===== src/rtl/gamma_pkg.sv =====
package gamma_pkg;
  localparam logic [1:0] DIG_ZERO = 2'b00;
  localparam logic [1:0] DIG_UP   = 2'b01;
  localparam logic [1:0] DIG_BAD  = 2'b10;
  localparam logic [1:0] DIG_DN   = 2'b11;

  localparam logic [1:0] MODE_BIN    = 2'b00;
  localparam logic [1:0] MODE_RECODE = 2'b01;
endpackage


===== src/rtl/gamma_tag_gen.sv =====
module gamma_tag_gen import gamma_pkg::*; #(
  parameter int unsigned N_LOG = 3,
  parameter int unsigned SRC   = 0
) (
  input  logic                 clk_i,
  input  logic                 rst_ni,
  input  logic [1:0]           mode_i,
  input  logic                 valid_i,
  input  logic [N_LOG-1:0]     dest_i,
  input  logic [2*N_LOG-1:0]   ext_tag_i,
  output logic [2*N_LOG-1:0]   tag_o
);
  localparam int unsigned TAG_W = 2 * N_LOG;

  logic [N_LOG-1:0] diff;
  logic [N_LOG:0]   prev_bit;  // prev_bit[i] = diff[i-1], prev_bit[0] = 0

  assign diff     = dest_i - N_LOG'(SRC);
  assign prev_bit = {diff, 1'b0};

  always_comb begin
    tag_o = '0;
    for (int i = 0; i < N_LOG; i++) begin
      if (mode_i == MODE_BIN) begin
        tag_o[2*i +: 2] = diff[i] ? DIG_UP : DIG_ZERO;
      end else if (mode_i == MODE_RECODE) begin
        unique case ({prev_bit[i], diff[i]})
          2'b10:   tag_o[2*i +: 2] = DIG_UP;
          2'b01:   tag_o[2*i +: 2] = DIG_DN;
          default: tag_o[2*i +: 2] = DIG_ZERO;
        endcase
      end else begin
        tag_o[2*i +: 2] = ext_tag_i[2*i +: 2];
      end
    end
  end

  function automatic logic [N_LOG-1:0] tag_offset(input logic [TAG_W-1:0] t);
    logic [N_LOG-1:0] acc;
    acc = '0;
    for (int i = 0; i < N_LOG; i++) begin
      if (t[2*i +: 2] == DIG_UP) acc = acc + N_LOG'(1 << i);
      if (t[2*i +: 2] == DIG_DN) acc = acc - N_LOG'(1 << i);
    end
    return acc;
  endfunction

  // generated digits sum to the address difference
  a_r3_tag_sum: assert property (@(posedge clk_i) disable iff (!rst_ni)
    (valid_i && !mode_i[1]) |-> (tag_offset(tag_o) == dest_i - N_LOG'(SRC)));
endmodule


===== src/rtl/gamma_switch.sv =====
module gamma_switch #(
  parameter int unsigned WORD_W = 14,
  parameter int unsigned IDX_S  = 0,
  parameter int unsigned IDX_U  = 0,
  parameter int unsigned IDX_D  = 0
) (
  input  logic                   clk_i,
  input  logic                   rst_ni,
  input  logic [2:0]             req_i,   // [0] straight, [1] from below, [2] from above
  input  logic [2:0][WORD_W-1:0] cand_i,
  output logic [2:0]             gnt_o,
  output logic                   valid_o,
  output logic [WORD_W-1:0]      word_o
);
  localparam bit U_LT_S = IDX_U < IDX_S;
  localparam bit D_LT_S = IDX_D < IDX_S;
  localparam bit D_LT_U = IDX_D < IDX_U;

  always_comb begin
    gnt_o[0] = req_i[0] && !(req_i[1] && U_LT_S) && !(req_i[2] && D_LT_S);
    gnt_o[1] = req_i[1] && !(req_i[0] && !U_LT_S) && !(req_i[2] && D_LT_U);
    gnt_o[2] = req_i[2] && !(req_i[0] && !D_LT_S) && !(req_i[1] && !D_LT_U);
  end

  logic [WORD_W-1:0] word_d;
  always_comb begin
    word_d = '0;
    for (int l = 0; l < 3; l++) if (gnt_o[l]) word_d = cand_i[l];
  end

  always_ff @(posedge clk_i or negedge rst_ni) begin
    if (!rst_ni) begin
      valid_o <= 1'b0;
      word_o  <= '0;
    end else begin
      valid_o <= |gnt_o;
      word_o  <= word_d;
    end
  end

  // at most one word passes a switch per cycle
  a_r6_one_grant: assert property (@(posedge clk_i) disable iff (!rst_ni)
    $onehot0(gnt_o));
  // any request produces a grant
  a_r6_no_idle: assert property (@(posedge clk_i) disable iff (!rst_ni)
    (|req_i) |=> valid_o);
endmodule


===== src/rtl/gamma_stage.sv =====
module gamma_stage import gamma_pkg::*; #(
  parameter int unsigned N_LOG  = 3,
  parameter int unsigned DATA_W = 8,
  parameter int unsigned STG    = 0
) (
  input  logic                              clk_i,
  input  logic                              rst_ni,
  input  logic [(1<<N_LOG)-1:0]             valid_i,
  input  logic [3*N_LOG+DATA_W-1:0]         word_i [1<<N_LOG],
  output logic [(1<<N_LOG)-1:0]             valid_o,
  output logic [3*N_LOG+DATA_W-1:0]         word_o [1<<N_LOG],
  output logic [(1<<N_LOG)-1:0]             col_o,
  output logic [(1<<N_LOG)-1:0]             err_o
);
  localparam int unsigned N       = 1 << N_LOG;
  localparam int unsigned TAG_W   = 2 * N_LOG;
  localparam int unsigned WORD_W  = N_LOG + TAG_W + DATA_W;
  localparam int unsigned OFS     = 1 << STG;
  localparam int unsigned SRC_LSB = TAG_W + DATA_W;
  localparam int unsigned DIG_LSB = DATA_W + 2 * STG;

  logic [1:0]       dig [N];
  logic [N_LOG-1:0] src [N];
  logic [N-1:0]     go_s, go_u, go_d, bad, won;
  logic [N-1:0]     gnt_s, gnt_u, gnt_d;

  for (genvar j = 0; j < N; j++) begin : g_req
    assign dig[j]  = word_i[j][DIG_LSB +: 2];
    assign src[j]  = word_i[j][SRC_LSB +: N_LOG];
    assign go_s[j] = valid_i[j] && (dig[j] == DIG_ZERO);
    assign go_u[j] = valid_i[j] && (dig[j] == DIG_UP);
    assign go_d[j] = valid_i[j] && (dig[j] == DIG_DN);
    assign bad[j]  = valid_i[j] && (dig[j] == DIG_BAD);
  end

  for (genvar k = 0; k < N; k++) begin : g_sw
    localparam int unsigned KU = (k + N - OFS) % N;  // word arriving here moves up
    localparam int unsigned KD = (k + OFS) % N;      // word arriving here moves down
    logic [2:0] g;

    gamma_switch #(
      .WORD_W (WORD_W),
      .IDX_S  (k),
      .IDX_U  (KU),
      .IDX_D  (KD)
    ) u_sw (
      .clk_i   (clk_i),
      .rst_ni  (rst_ni),
      .req_i   ({go_d[KD], go_u[KU], go_s[k]}),
      .cand_i  ({word_i[KD], word_i[KU], word_i[k]}),
      .gnt_o   (g),
      .valid_o (valid_o[k]),
      .word_o  (word_o[k])
    );

    assign gnt_s[k] = g[0];
    assign gnt_u[k] = g[1];
    assign gnt_d[k] = g[2];
    // word at k lands on k (straight), KD (up) or KU (down)
    assign won[k] = (go_s[k] && gnt_s[k]) || (go_u[k] && gnt_u[KD]) || (go_d[k] && gnt_d[KU]);

    // a word only ever arrives over one of the three links
    a_r1_link: assert property (@(posedge clk_i) disable iff (!rst_ni)
      valid_o[k] |-> $past(valid_i[k] || valid_i[KU] || valid_i[KD]));
  end

  always_comb begin
    col_o = '0;
    err_o = '0;
    for (int j = 0; j < N; j++) begin
      if ((go_s[j] || go_u[j] || go_d[j]) && !won[j]) col_o[src[j]] = 1'b1;
      if (bad[j]) err_o[src[j]] = 1'b1;
    end
  end

  // winners are exactly the words registered by the next stage
  a_r6_conserve: assert property (@(posedge clk_i) disable iff (!rst_ni)
    1'b1 |=> ($countones(valid_o) == $past($countones(won))));
  // an illegal digit never wins a switch
  a_r5_bad_drop: assert property (@(posedge clk_i) disable iff (!rst_ni)
    (bad & won) == '0);
endmodule


===== src/rtl/gamma_net.sv =====
module gamma_net import gamma_pkg::*; #(
  parameter int unsigned N_LOG  = 3,
  parameter int unsigned DATA_W = 8
) (
  input  logic                             clk_i,
  input  logic                             rst_ni,
  input  logic [1:0]                       mode_i,
  input  logic [(1<<N_LOG)-1:0]            in_valid_i,
  input  logic [(1<<N_LOG)*DATA_W-1:0]     in_data_i,
  input  logic [(1<<N_LOG)*N_LOG-1:0]      in_dest_i,
  input  logic [(1<<N_LOG)*2*N_LOG-1:0]    in_tag_i,
  output logic [(1<<N_LOG)-1:0]            out_valid_o,
  output logic [(1<<N_LOG)*DATA_W-1:0]     out_data_o,
  output logic [(1<<N_LOG)*N_LOG-1:0]      out_src_o,
  output logic [(1<<N_LOG)-1:0]            collide_o,
  output logic [(1<<N_LOG)-1:0]            tag_err_o
);
  localparam int unsigned N       = 1 << N_LOG;
  localparam int unsigned TAG_W   = 2 * N_LOG;
  localparam int unsigned WORD_W  = N_LOG + TAG_W + DATA_W;
  localparam int unsigned SRC_LSB = TAG_W + DATA_W;

  logic [N-1:0]        st_valid [N_LOG+1];
  logic [WORD_W-1:0]   st_word  [N_LOG+1][N];
  logic [N-1:0]        st_col   [N_LOG];
  logic [N-1:0]        st_err   [N_LOG];
  logic [N-1:0]        col_any, err_any, col_q, err_q;

  assign st_valid[0] = in_valid_i;

  for (genvar p = 0; p < N; p++) begin : g_port
    logic [TAG_W-1:0] tag;
    gamma_tag_gen #(
      .N_LOG (N_LOG),
      .SRC   (p)
    ) u_tag (
      .clk_i     (clk_i),
      .rst_ni    (rst_ni),
      .mode_i    (mode_i),
      .valid_i   (in_valid_i[p]),
      .dest_i    (in_dest_i[p*N_LOG +: N_LOG]),
      .ext_tag_i (in_tag_i[p*TAG_W +: TAG_W]),
      .tag_o     (tag)
    );
    assign st_word[0][p] = {N_LOG'(p), tag, in_data_i[p*DATA_W +: DATA_W]};
  end

  for (genvar g = 0; g < N_LOG; g++) begin : g_stg
    gamma_stage #(
      .N_LOG  (N_LOG),
      .DATA_W (DATA_W),
      .STG    (g)
    ) u_stg (
      .clk_i   (clk_i),
      .rst_ni  (rst_ni),
      .valid_i (st_valid[g]),
      .word_i  (st_word[g]),
      .valid_o (st_valid[g+1]),
      .word_o  (st_word[g+1]),
      .col_o   (st_col[g]),
      .err_o   (st_err[g])
    );
  end

  always_comb begin
    col_any = '0;
    err_any = '0;
    for (int g = 0; g < N_LOG; g++) begin
      col_any = col_any | st_col[g];
      err_any = err_any | st_err[g];
    end
  end

  always_ff @(posedge clk_i or negedge rst_ni) begin
    if (!rst_ni) begin
      col_q <= '0;
      err_q <= '0;
    end else begin
      col_q <= col_any;
      err_q <= err_any;
    end
  end

  assign out_valid_o = st_valid[N_LOG];
  assign collide_o   = col_q;
  assign tag_err_o   = err_q;

  function automatic logic [N_LOG-1:0] tag_offset(input logic [TAG_W-1:0] t);
    logic [N_LOG-1:0] acc;
    acc = '0;
    for (int i = 0; i < N_LOG; i++) begin
      if (t[2*i +: 2] == DIG_UP) acc = acc + N_LOG'(1 << i);
      if (t[2*i +: 2] == DIG_DN) acc = acc - N_LOG'(1 << i);
    end
    return acc;
  endfunction

  for (genvar k = 0; k < N; k++) begin : g_out
    assign out_data_o[k*DATA_W +: DATA_W] = st_word[N_LOG][k][DATA_W-1:0];
    assign out_src_o[k*N_LOG +: N_LOG]    = st_word[N_LOG][k][SRC_LSB +: N_LOG];

    // delivered word sits at source plus its route offset
    a_r1_arrival: assert property (@(posedge clk_i) disable iff (!rst_ni)
      out_valid_o[k] |-> (tag_offset(st_word[N_LOG][k][DATA_W +: TAG_W]) ==
                          N_LOG'(k) - st_word[N_LOG][k][SRC_LSB +: N_LOG]));
  end
endmodule


===== config.mk =====
export PLATFORM = sky130hd
export DESIGN_NAME = gamma_net
export DESIGN_NICKNAME = d
export VERILOG_FILES = /design/src/rtl/gamma_pkg.sv /design/src/rtl/gamma_tag_gen.sv /design/src/rtl/gamma_switch.sv /design/src/rtl/gamma_stage.sv /design/src/rtl/gamma_net.sv
export SDC_FILE = /design/constraint.sdc
export NUM_CORES = 1
export LEC_CHECK = 0
export ABC_AREA = 1
export BUFFER_PORTS_ARGS = -buffer_cell sky130_fd_sc_hd__clkbuf_2
export CELL_PAD_IN_SITES_DETAIL_PLACEMENT = 0
export CELL_PAD_IN_SITES_GLOBAL_PLACEMENT = 1
export CORE_MARGIN = 3
export CORE_UTILIZATION = 39
export CTS_CLUSTER_SIZE = 16
export DETAILED_ROUTE_END_ITERATION = 10
export GPL_ROUTABILITY_DRIVEN = 0
export HOLD_SLACK_MARGIN = 0.03
export PLACE_DENSITY = 0.8
export SLEW_MARGIN = 20
export SYNTH_ARGS = -nofsm -noshare
export SYNTH_HDL_FRONTEND = slang
export SYNTH_SLANG_ARGS = --single-unit

===== constraint.sdc =====
create_clock -name clk_i -period 1.53 [get_ports clk_i]
set_clock_uncertainty 0.05 [all_clocks]
set_input_delay 0.0765 -clock clk_i [delete_from_list [all_inputs] [get_ports clk_i]]
set_output_delay 0.0765 -clock clk_i [all_outputs]
set_load 0.02 [all_outputs]

==> qor.yml <==
vias: 18572
drcViolationCount: 0
viasPerCell: 5.59
antenna_found_initial: 0
cts-root-buf: "clkbuf_16"
power_leakage_nw: 12.0
worst_slack_ps: -107
drt_iter0_markers: 2012
place.port_buffers: 259
grt_max_degree: 79
tightest_slew_ps: 643
hp-start: "in_tag_i[3]"
yosys_warnings: 0
drive_gt1_frac: 0.307
synth.distinct_cells: 43
rsz0062_at_grt: "yes"
setup_viol_count_final: 22
nets: 2882
dieArea_mm2: 0.0471
fmax_mhz: 611
critPathLaunchType: "flop"
wl_per_cell_um: 22.1
synthArstFlopShare: 1.00
cp.required_ps: 1870
timing.rr.start: "g_stg[0].u_stg.g_sw[4].u_sw.word_o[11]$_DFF_PN0_"
grt_pass1_wl_um: 108000
powerDensity_mw_per_mm2: 1000
fin_crit_sh: 1.07
die_h_um: 217
critPathMaxFanout: 6
dp_slack_ps: -282
cts.clk_slew.worst_paths_ps: 70
cts_tree: "yes"
finalCriticalPeriod_ps: 1640
violations: "setup timing"
overflow: 0
seq_area_frac_synth: 0.498
cap_violations: 0
initial_core_util: 0.399
cts_sinks: 346
hpwl_um: 56700
outcome: "complete, but fails checks"
synth_edf_count: 0
layout_common_cells: "nand2_1 (476), dfrtp_1 (331), inv_1 (298)"
synth_flop_cell: "dfrtp_1"
routed_wl_um: 73400
mostFrequentLayoutCell: "nand2_1"
arrival_ps: 1980
rrSetupSlack_ps: -110
post-route-util: 0.563
synthCells: 2103
critical_path_class: "flop to flop"
detail-route-antenna-nets: 0
report.final.slew_viol_count: 0
firstDrtPassIters: 6
ir_drop_uv: 583
rows: 76
cts_max_level: 2
clockBufferDepth: 3
dieWidth_um: 217
netlist_area_mm2: 0.0174
hold_class: "input pin to flop"
cts_buffers: 34
met2_usage: 0.457
grtUsageTotal: 0.301
clock_latency_ps: 530
core_area_mm2: 0.0436
ys_ff_latch: 346
hold_viol_final: 0
end_kind: "flop"
timing.hold.ws_ps: 41.1
gr-usage-met1: 0.405
grt-busiest-layer: "met2"
ioPinCount: 260
startpoint: "g_stg[0].u_stg.g_sw[4].u_sw.word_o[11]$_DFF_PN0_"
met3_usage: 0.0538
areaGrowthSynthToFinish_pct: 41.0
relSlewSlack: 0.571
avgSynthCellArea_um2: 8.27
syn-num-nets: 2271
grt_pass1_vias: 18146
-- worst max-delay path, stage by stage (launching register included) --
cell and delay, ps:
dfrtp_1 440, inv_4 130, nand4_1 240, buf_4 240
nand4_1 80, nand2_1 60, nor2_1 150, nand3_1 100
-- cell families (layout without fill, tap and decap cells) --
group / count (synthesis) / after routing / share of synthesized area
AND/OR/NAND/NOR: 978 / 978 / 0.246
XOR/XNOR: 8 / 8 / 0.00403
flip-flops: 346 / 346 / 0.498
AO/OA/AOI/OAI: 328 / 328 / 0.138
buffers and inverters: 423 / 1057 / 0.0996
other: 0 / 1 / 0
adder cells (fa/ha/maj): 20 / 20 / 0.0144
-- report_power, final --
group	leakage (nW)	internal (mW)	switching [mW]
Combinational	6.75	2.05	3.29
Sequential	4.66	9.83	0.650
Clock	0.571	5.29	3.46
Total	12.0	17.2	7.40
-- through the flow --
| stage | std cells | setup TNS, ps | total power [mW] | area, um^2 |
|---|---|---|---|---|
| after floorplan | 2103 | 0 | 12.6 | 17400 |
| after global placement | 3121 | -8600 | 15.1 | 21200 |
| after detailed placement | 3121 | -10870 | 15.1 | 21200 |
| after CTS | 3297 | -75.4 | 24.1 | 23600 |
| after global routing | 3322 | -2190 | 25.4 | 24500 |
| final | 3323 | -666 | 24.6 | 24500 |
-- layer usage --
| layer | up-vias | share of wire |
|---|---|---|
| met1 | 8854 | 0.39 |
| li1 | 8291 | - |
| met4 | 0 | 0.073 |
| met3 | 244 | 0.092 |
| met2 | 1183 | 0.44 |
| met5 | - | 0 |
-- state kept, by name, indices dropped and copies added (netlist names) --
name,count
collide_o,8
g_stg.u_stg.g_sw.u_sw.valid_o,24
g_stg.u_stg.g_sw.u_sw.word_o,306
tag_err_o,8
-- cell type report --
type | instances | area, um^2
fillers | 3933 | 19000
flip-flops and latches | 346 | 8680
multi-input cells | 1334 | 7700
repair buffers | 663 | 4960
inverters | 335 | 1280
clock buffers | 48 | 975
well taps | 585 | 732
clock inverters | 11 | 184
diodes | 1 | 2.50
-- final timing paths --
| kind | depth (start not counted) | end |
|---|---|---|
| setup / recovery | 7 | collide_o[4]$_DFF_PN0_ |
| hold / removal | 5 | g_stg[0].u_stg.g_sw[7].u_sw.word_o[11]$_DFF_PN0_ |
| setup reg to reg | 7 | collide_o[4]$_DFF_PN0_ |
| hold reg to reg | 2 | g_stg[2].u_stg.g_sw[2].u_sw.word_o[1]$_DFF_PN0_ |
| max in group asynchronous | 4 | g_stg[0].u_stg.g_sw[3].u_sw.word_o[11]$_DFF_PN0_ |
| min in group asynchronous | 3 | g_stg[2].u_stg.g_sw[7].u_sw.word_o[5]$_DFF_PN0_ |
-- cell usage after synthesis, drive strengths merged, types with 3 or more instances --
master / count / share of area
nand2: 527 / 0.12
dfrtp: 346 / 0.50
inv: 335 / 0.073
nand3: 204 / 0.060
nor2: 125 / 0.030
o221ai: 109 / 0.055
o22ai: 100 / 0.036
nor3: 56 / 0.016
o211ai: 52 / 0.023
clkbuf: 49 / 0.011
nand4: 47 / 0.017
buf: 39 / 0.016
o21ai: 26 / 0.0083
ha: 20 / 0.014
a21oi: 18 / 0.0052
nor4: 11 / 0.0040
a22o: 9 / 0.0045
a22oi: 5 / 0.0022
xnor2: 5 / 0.0025
a31oi: 4 / 0.0014
or2: 4 / 0.0014
xor2: 3 / 0.0015
-- what timing repair did --
action | in CTS | in global routing
endpoints found under the setup margin | 62 | 150
endpoints found under the hold margin | 431 | 0
setup buffers | 5 | 26
gates cloned | 0 | 2
pin swaps | 5 | 52
hold buffers | 112 | 0
gates resized for setup | 38 | 200
(Power assumes the default switching activity.)
